===== src/rtl/gs_pkg.sv =====
// Shared constants and helpers for the gate scheduler.
// Assumes eight traffic classes per port.
package gs_pkg;
    localparam int NUM_TC = 8;
    typedef logic [NUM_TC-1:0] gate_mask_t;
    localparam gate_mask_t ALL_OPEN = '1;
endpackage


===== src/rtl/gs_entry_table.sv =====
// Per-port schedule list: DEPTH entries of {mask, duration}, written one at
// a time and read asynchronously by the port engine.
// Assumes the writer targets this table only when wr_en is high.
module gs_entry_table
    import gs_pkg::*;
#(
    parameter int DEPTH = 4,
    parameter int DUR_W = 20,
    localparam int IDX_W = (DEPTH > 1) ? $clog2(DEPTH) : 1
) (
    input  logic             clk,
    input  logic             rst_n,
    input  logic             wr_en,
    input  logic [IDX_W-1:0] wr_idx,
    input  gate_mask_t       wr_mask,
    input  logic [DUR_W-1:0] wr_dur,
    input  logic [IDX_W-1:0] rd_idx,
    output gate_mask_t       rd_mask,
    output logic [DUR_W-1:0] rd_dur
);
    gate_mask_t       mask_q [DEPTH];
    logic [DUR_W-1:0] dur_q  [DEPTH];

    for (genvar e = 0; e < DEPTH; e++) begin : g_entry
        // Store one entry when it is addressed by a write.
        always_ff @(posedge clk) begin
            if (!rst_n) begin
                mask_q[e] <= ALL_OPEN;
                dur_q[e]  <= '0;
            end else if (wr_en && (wr_idx == IDX_W'(e))) begin
                mask_q[e] <= wr_mask;
                dur_q[e]  <= wr_dur;
            end
        end
    end

    // Read port used by the engine.
    always_comb begin
        rd_mask = mask_q[rd_idx];
        rd_dur  = dur_q[rd_idx];
    end
endmodule


===== src/rtl/gs_port_engine.sv =====
// Walks one port's list: starts at base time, holds each entry for its
// duration (0 acts as 1 slot), wraps after last_idx, and reports a gate
// event (fire) on every start or entry change.
// Assumes time advances monotonically and last_idx < DEPTH.
module gs_port_engine
    import gs_pkg::*;
#(
    parameter int TIME_W = 32,
    parameter int DUR_W  = 20,
    parameter int IDX_W  = 2
) (
    input  logic              clk,
    input  logic              rst_n,
    input  logic              run,
    input  logic [TIME_W-1:0] time_now,
    input  logic [TIME_W-1:0] base_time,
    input  logic [IDX_W-1:0]  last_idx,
    output logic [IDX_W-1:0]  rd_idx,
    input  gate_mask_t        rd_mask,
    input  logic [DUR_W-1:0]  rd_dur,
    output logic              fire,
    output gate_mask_t        gate
);
    logic              started_q;
    logic [IDX_W-1:0]  idx_q;
    logic [TIME_W-1:0] event_at_q;
    gate_mask_t        gate_q;

    logic              start_hit, step_hit;
    logic [TIME_W-1:0] eff_dur, origin;

    // Decide whether this edge starts the list or moves to the next entry.
    always_comb begin
        start_hit = run && !started_q && (time_now >= base_time);
        step_hit  = run &&  started_q && (time_now >= event_at_q);
        fire      = start_hit || step_hit;
        if (start_hit || (idx_q == last_idx)) rd_idx = '0;
        else                                 rd_idx = idx_q + 1'b1;
        eff_dur = (rd_dur == '0) ? TIME_W'(1) : TIME_W'(rd_dur);
        origin  = start_hit ? base_time : event_at_q;
    end

    // Hold the position in the list and the current gate mask.
    always_ff @(posedge clk) begin
        if (!rst_n || !run) begin
            started_q  <= 1'b0;
            idx_q      <= '0;
            event_at_q <= '0;
            gate_q     <= ALL_OPEN;
        end else if (fire) begin
            started_q  <= 1'b1;
            idx_q      <= rd_idx;
            event_at_q <= origin + eff_dur;
            gate_q     <= rd_mask;
        end
    end

    assign gate = gate_q;
endmodule


===== src/rtl/gs_conflict.sv =====
// Flags gate events from two or more ports at the same edge; sticky until
// cleared, with the lowest colliding port latched. Set wins over clear.
// Assumes fire is a per-port single-cycle event strobe.
module gs_conflict #(
    parameter int NUM_PORTS = 3,
    parameter int PORT_W    = 2
) (
    input  logic                 clk,
    input  logic                 rst_n,
    input  logic [NUM_PORTS-1:0] fire,
    input  logic                 clr,
    output logic                 flag,
    output logic [PORT_W-1:0]    port
);
    logic              hit;
    logic [PORT_W-1:0] low_port;

    // Detect a collision and find its lowest-numbered port.
    always_comb begin
        hit      = ($countones(fire) > 1);
        low_port = '0;
        for (int i = NUM_PORTS - 1; i >= 0; i--) begin
            if (fire[i]) low_port = PORT_W'(i);
        end
    end

    // Sticky flag and latched port.
    always_ff @(posedge clk) begin
        if (!rst_n) begin
            flag <= 1'b0;
            port <= '0;
        end else if (hit) begin
            flag <= 1'b1;
            if (!flag || clr) port <= low_port;
        end else if (clr) begin
            flag <= 1'b0;
        end
    end
endmodule


===== src/rtl/gate_sched.sv =====
// Top: one entry table and one engine per port plus the shared collision
// detector. Time is counted in 200 ns slots.
// Assumes DEPTH is a power of two and the cycle inputs are static while run.
module gate_sched
    import gs_pkg::*;
#(
    parameter int NUM_PORTS = 3,
    parameter int DEPTH     = 4,
    parameter int TIME_W    = 32,
    parameter int DUR_W     = 20,
    localparam int IDX_W  = (DEPTH > 1) ? $clog2(DEPTH) : 1,
    localparam int PORT_W = (NUM_PORTS > 1) ? $clog2(NUM_PORTS) : 1
) (
    input  logic                          clk,
    input  logic                          rst_n,
    input  logic [TIME_W-1:0]             time_i,
    input  logic                          wr_en_i,
    input  logic [PORT_W-1:0]             wr_port_i,
    input  logic [IDX_W-1:0]              wr_idx_i,
    input  logic [NUM_TC-1:0]             wr_mask_i,
    input  logic [DUR_W-1:0]              wr_dur_i,
    input  logic [NUM_PORTS-1:0]          run_i,
    input  logic [NUM_PORTS*TIME_W-1:0]   base_time_i,
    input  logic [NUM_PORTS*IDX_W-1:0]    last_idx_i,
    input  logic                          err_clr_i,
    output logic [NUM_PORTS*NUM_TC-1:0]   gate_o,
    output logic                          conflict_o,
    output logic [PORT_W-1:0]             conflict_port_o
);
    logic [NUM_PORTS-1:0] port_fire;

    for (genvar p = 0; p < NUM_PORTS; p++) begin : g_port
        logic             sel;
        logic [IDX_W-1:0] rd_idx;
        gate_mask_t       rd_mask;
        logic [DUR_W-1:0] rd_dur;
        gate_mask_t       gate;

        assign sel = wr_en_i && (wr_port_i == PORT_W'(p));

        gs_entry_table #(.DEPTH(DEPTH), .DUR_W(DUR_W)) u_tab (
            .clk    (clk),
            .rst_n  (rst_n),
            .wr_en  (sel),
            .wr_idx (wr_idx_i),
            .wr_mask(wr_mask_i),
            .wr_dur (wr_dur_i),
            .rd_idx (rd_idx),
            .rd_mask(rd_mask),
            .rd_dur (rd_dur)
        );

        gs_port_engine #(.TIME_W(TIME_W), .DUR_W(DUR_W), .IDX_W(IDX_W)) u_eng (
            .clk      (clk),
            .rst_n    (rst_n),
            .run      (run_i[p]),
            .time_now (time_i),
            .base_time(base_time_i[p*TIME_W +: TIME_W]),
            .last_idx (last_idx_i[p*IDX_W +: IDX_W]),
            .rd_idx   (rd_idx),
            .rd_mask  (rd_mask),
            .rd_dur   (rd_dur),
            .fire     (port_fire[p]),
            .gate     (gate)
        );

        assign gate_o[p*NUM_TC +: NUM_TC] = gate;
    end

    gs_conflict #(.NUM_PORTS(NUM_PORTS), .PORT_W(PORT_W)) u_cfl (
        .clk  (clk),
        .rst_n(rst_n),
        .fire (port_fire),
        .clr  (err_clr_i),
        .flag (conflict_o),
        .port (conflict_port_o)
    );
endmodule


===== config.mk =====
export PLATFORM = sky130hd
export DESIGN_NAME = gate_sched
export DESIGN_NICKNAME = d
export VERILOG_FILES = /design/src/rtl/gs_pkg.sv /design/src/rtl/gs_entry_table.sv /design/src/rtl/gs_port_engine.sv /design/src/rtl/gs_conflict.sv /design/src/rtl/gate_sched.sv
export SDC_FILE = /design/constraint.sdc
export NUM_CORES = 1
export LEC_CHECK = 0
export ABC_AREA = 1
export CORE_UTILIZATION = 45
export CTS_BUF_LIST = sky130_fd_sc_hd__clkbuf_4
export DETAILED_ROUTE_END_ITERATION = 16
export GPL_TIMING_DRIVEN = 0
export PLACE_DENSITY = 0.7
export SLEW_MARGIN = 20
export SYNTH_ARGS = -nofsm -noshare
export SYNTH_HDL_FRONTEND = slang
export SYNTH_SLANG_ARGS = --single-unit

===== constraint.sdc =====
create_clock -name clk -period 5.9 [get_ports clk]
set_clock_uncertainty 0.05 [all_clocks]
set_input_delay 1.18 -clock clk [delete_from_list [all_inputs] [get_ports clk]]
set_output_delay 1.18 -clock clk [all_outputs]
set_load 0.1 [all_outputs]

==> impl_metrics.ini <==
[timing]
count_of_final_setup_violators = 0
finalCritPeriodShare_pct = 96.1
slew_of_the_pin_with_the_lowest_slew_margin_ns = 1.04
final_max_slew_viol_count = 0
rsz_0062_raised_after_global_routing = false
peak_clock_frequency_supported_by_timing_mhz = 176
timing.final.crit_period_ns = 5.67
number_of_hold_violations_in_the_final_report = 0
max-slew-margin-rel_pct = 30.8

[setup_path]
critical-path-slowest-cell = clkdlybuf4s50_1
r2r_setup_slack_ns = 1.41
critPathKind = primary input to register
worst_endpoint_required_time_ns = 6.66
timing.critical_path.slowest_cell_delay_ns = 0.67
critPathMaxFanout = 10
most_frequent_cell_on_critical_path = nand2_1
crit_arrival_ns = 6.43
setup.worst_path.start_class = primary input
endpoint_kind = register

[place]
port_buffers = 198
postPlaceCellArea_sq_um = 33000
finalWeightedCongestion = 0.978
place_inst = 4817
dp_hpwl_microns = 73100

[cells_and_area]
mostFrequentLayoutCell = nand2_1
layout.nets = 4541
leading_cell_types_in_the_layout_fill_and_taps_excluded = 895 x nand2_1, 450 x inv_1, 398 x nor2_1
post_route_cells_drive_above_1_share_pct = 9.71
multi_input_combinational_cell_area_sq_um = 14700
finish.cell_count_without_fillers = 5064
seq_area_sq_um = 12700
fillCellCount = 6159
final_design_area_no_fill_sq_um = 35100
area_growth_syn_to_layout_pct = 17.9

[synthesis]
yosys.area.top_type = edfxtp_1
synthTopCellsByArea = edfxtp_1 34%, nand2_1 12%, ha_1 11%
async_flop_share_pct = 0
synth.distinct_cells = 54
synth.yosys.warnings = 0
post_synth.cell_area_avg_sq_um = 7.91
yosys.area.top_type_share_pct = 33.9
synth_edf_count = 336
mapped_nets = 4190
mappedNetlistArea_sq_um = 29700
synthCells = 3760
synth.yosys.seq_area_share_pct = 42.8
main_synth_ff_type = edfxtp_1
synth-seq-cells = 468

[floorplan]
die_w_microns = 259
initial_core_util_pct = 45.8
floorplan.io_pins = 200
vert_die_dim_microns = 259
core.rowCount = 93
floorplan.core_area_sq_um = 64900
dieArea_sq_um = 67100

[global_route]
grt_pass1_vias = 26100
grt_first_pass_wirelength_microns = 145000
grt_antenna_before_repair = 4
global_route.overflow_total = 0
grt_max_degree = 29
globalRouteTotalUtil_pct = 28.4

[power]
power-per-cell-area_nw_per_um2 = 274
static-leakage-power_uw = 0.0154
worst_ir_drop_vdd_v = 0.000160

[drt]
drt-total-wl_microns = 97200
drtIter0Drc = 2730
ant_nets = 0
number_of_vias_in_the_routed_layout = 27600
wl_per_cell_microns = 19.2
drc = 0
drt-vias-per-instance = 5.46
detailedRoute.firstPassIterationCount = 7

[worst_hold_path]
min_path_type = register to register

[clocking]
worst_skew_pair.late_latency_ns = 1.04
tritoncts = yes
ctsHtreeMaxLevel = 4
max-clock-path-buffers = 3
cts_root_buffer = clkbuf_4
clkTransAtPathRegs_ns = 0.05
numClockSinks = 468
cts-buffers-inserted = 131

[flow_run]
max_cap_viol_count = 0

[status]
status = finished clean
-- synth_stat cells, drive strengths merged (2+ instances only) --
| master | instances |
|---|---|
| xnor2 | 37 |
| nand2 | 936 |
| a21o | 3 |
| o21ai | 265 |
| nor3 | 19 |
| o2111ai | 9 |
| buf | 66 |
| o21a | 10 |
| a211oi | 15 |
| xor2 | 37 |
| nand4 | 105 |
| o221ai | 2 |
| o311ai | 3 |
| nor4 | 7 |
| and2 | 4 |
| mux2 | 3 |
| o21bai | 10 |
| ha | 254 |
| and3 | 2 |
| a31oi | 7 |
| nand3b | 4 |
| clkinv | 5 |
| dfxtp | 132 |
| nand3 | 233 |
| nor2 | 407 |
| fa | 3 |
| edfxtp | 336 |
| a21boi | 4 |
| o211ai | 18 |
| a21oi | 251 |
| inv | 454 |
| clkbuf | 108 |
| or2 | 10 |
-- kinds of logic after synthesis --
family | after synthesis | synth area share (%)
buf+inv | 633 | 8.54
fa+ha+maj | 257 | 10.9
compound gates | 598 | 10.9
flops | 468 | 42.8
mux | 3 | 0.114
xor+xnor | 74 | 2.18
simple gates | 1727 | 24.5
-- stage by stage --
stage               total power [uW]  worst slack, ns  utilization (%)  TNS, ns  hold slack [ns]
global route                   10100          0.00412             54.0        0            0.445
CTS                             9530           0.0134             53.5        0            0.431
detailed placement              6360            -1.63             50.8   -65.70            0.411
global placement                6320            -1.74             50.5   -72.38            0.408
floorplan                       5500            0.418                -        0            0.398
finish                          9610            0.233             54.0        0            0.429
-- worst paths after layout --
kind	cells past startpoint	end	start
worst max-delay path	31	g_port[2].u_eng.event_at_q[16]$_SDFFE_PP0P_	time_i[22]
worst min-delay path	2	g_port[1].u_eng.event_at_q[0]$_SDFFE_PP0N_	g_port[1].u_eng.event_at_q[0]$_SDFFE_PP0N_
worst max register to register	24	g_port[2].u_eng.event_at_q[16]$_SDFFE_PP0P_	g_port[2].u_eng.started_q$_SDFFE_PP0P_
worst min register to register	2	g_port[1].u_eng.event_at_q[0]$_SDFFE_PP0N_	g_port[1].u_eng.event_at_q[0]$_SDFFE_PP0N_
-- cell type report --
type	instances	area share [%]
Sequential cell	468	36.3
Antenna cell	5	0.0357
Clock inverter	34	0.849
Clock buffer	192	4.11
Multi-Input combinational cell	2659	41.8
Timing Repair Buffer	218	6.31
Tap cell	855	3.05
Buffer	174	2.54
Inverter	459	4.98
-- layer usage --
metal	routed length, microns	global-route usage [%]
met1	39900	36.5
met2	44700	46.0
met3	8480	5.47
met4	4160	13.3
met5	0	0
-- worst max-delay path: cells and delay by family --
kind                     cells  cell delay [ns]
buffers and inverters        5             1.30
XOR/XNOR                     1             0.14
AND/OR/NAND/NOR             14             1.54
AO/OA/AOI/OAI                8             1.22
adder cells (fa/ha/maj)      3             1.05
-- sequential cells by signal (all words and copies together), names as in the netlist --
name,cells
g_port.u_eng.event_at_q,96
u_cfl.port,2
g_port.u_tab.mask_q,96
u_cfl.flag,1
g_port.u_eng.idx_q,6
g_port.u_tab.dur_q,240
g_port.u_eng.started_q,3
g_port.u_eng.gate,24
-- power by group --
group / total, uW / internal (uW) / leakage (uW) / switching (uW)
Combinational: 2630 / 868 / 0.0100 / 1760
Sequential: 3780 / 3710 / 0.00433 / 72.4
Clock: 3200 / 1720 / 0.00102 / 1490
Total: 9610 / 6290 / 0.0154 / 3320
-- timing repair --
item,4_1_cts,5_1_grt
endpoints found under the setup margin,18,25
resized for setup,47,80
pin swaps,1,5
setup buffers,2,14
hold buffers,0,0
No activity file was read; power rests on OpenSTA's default activity.
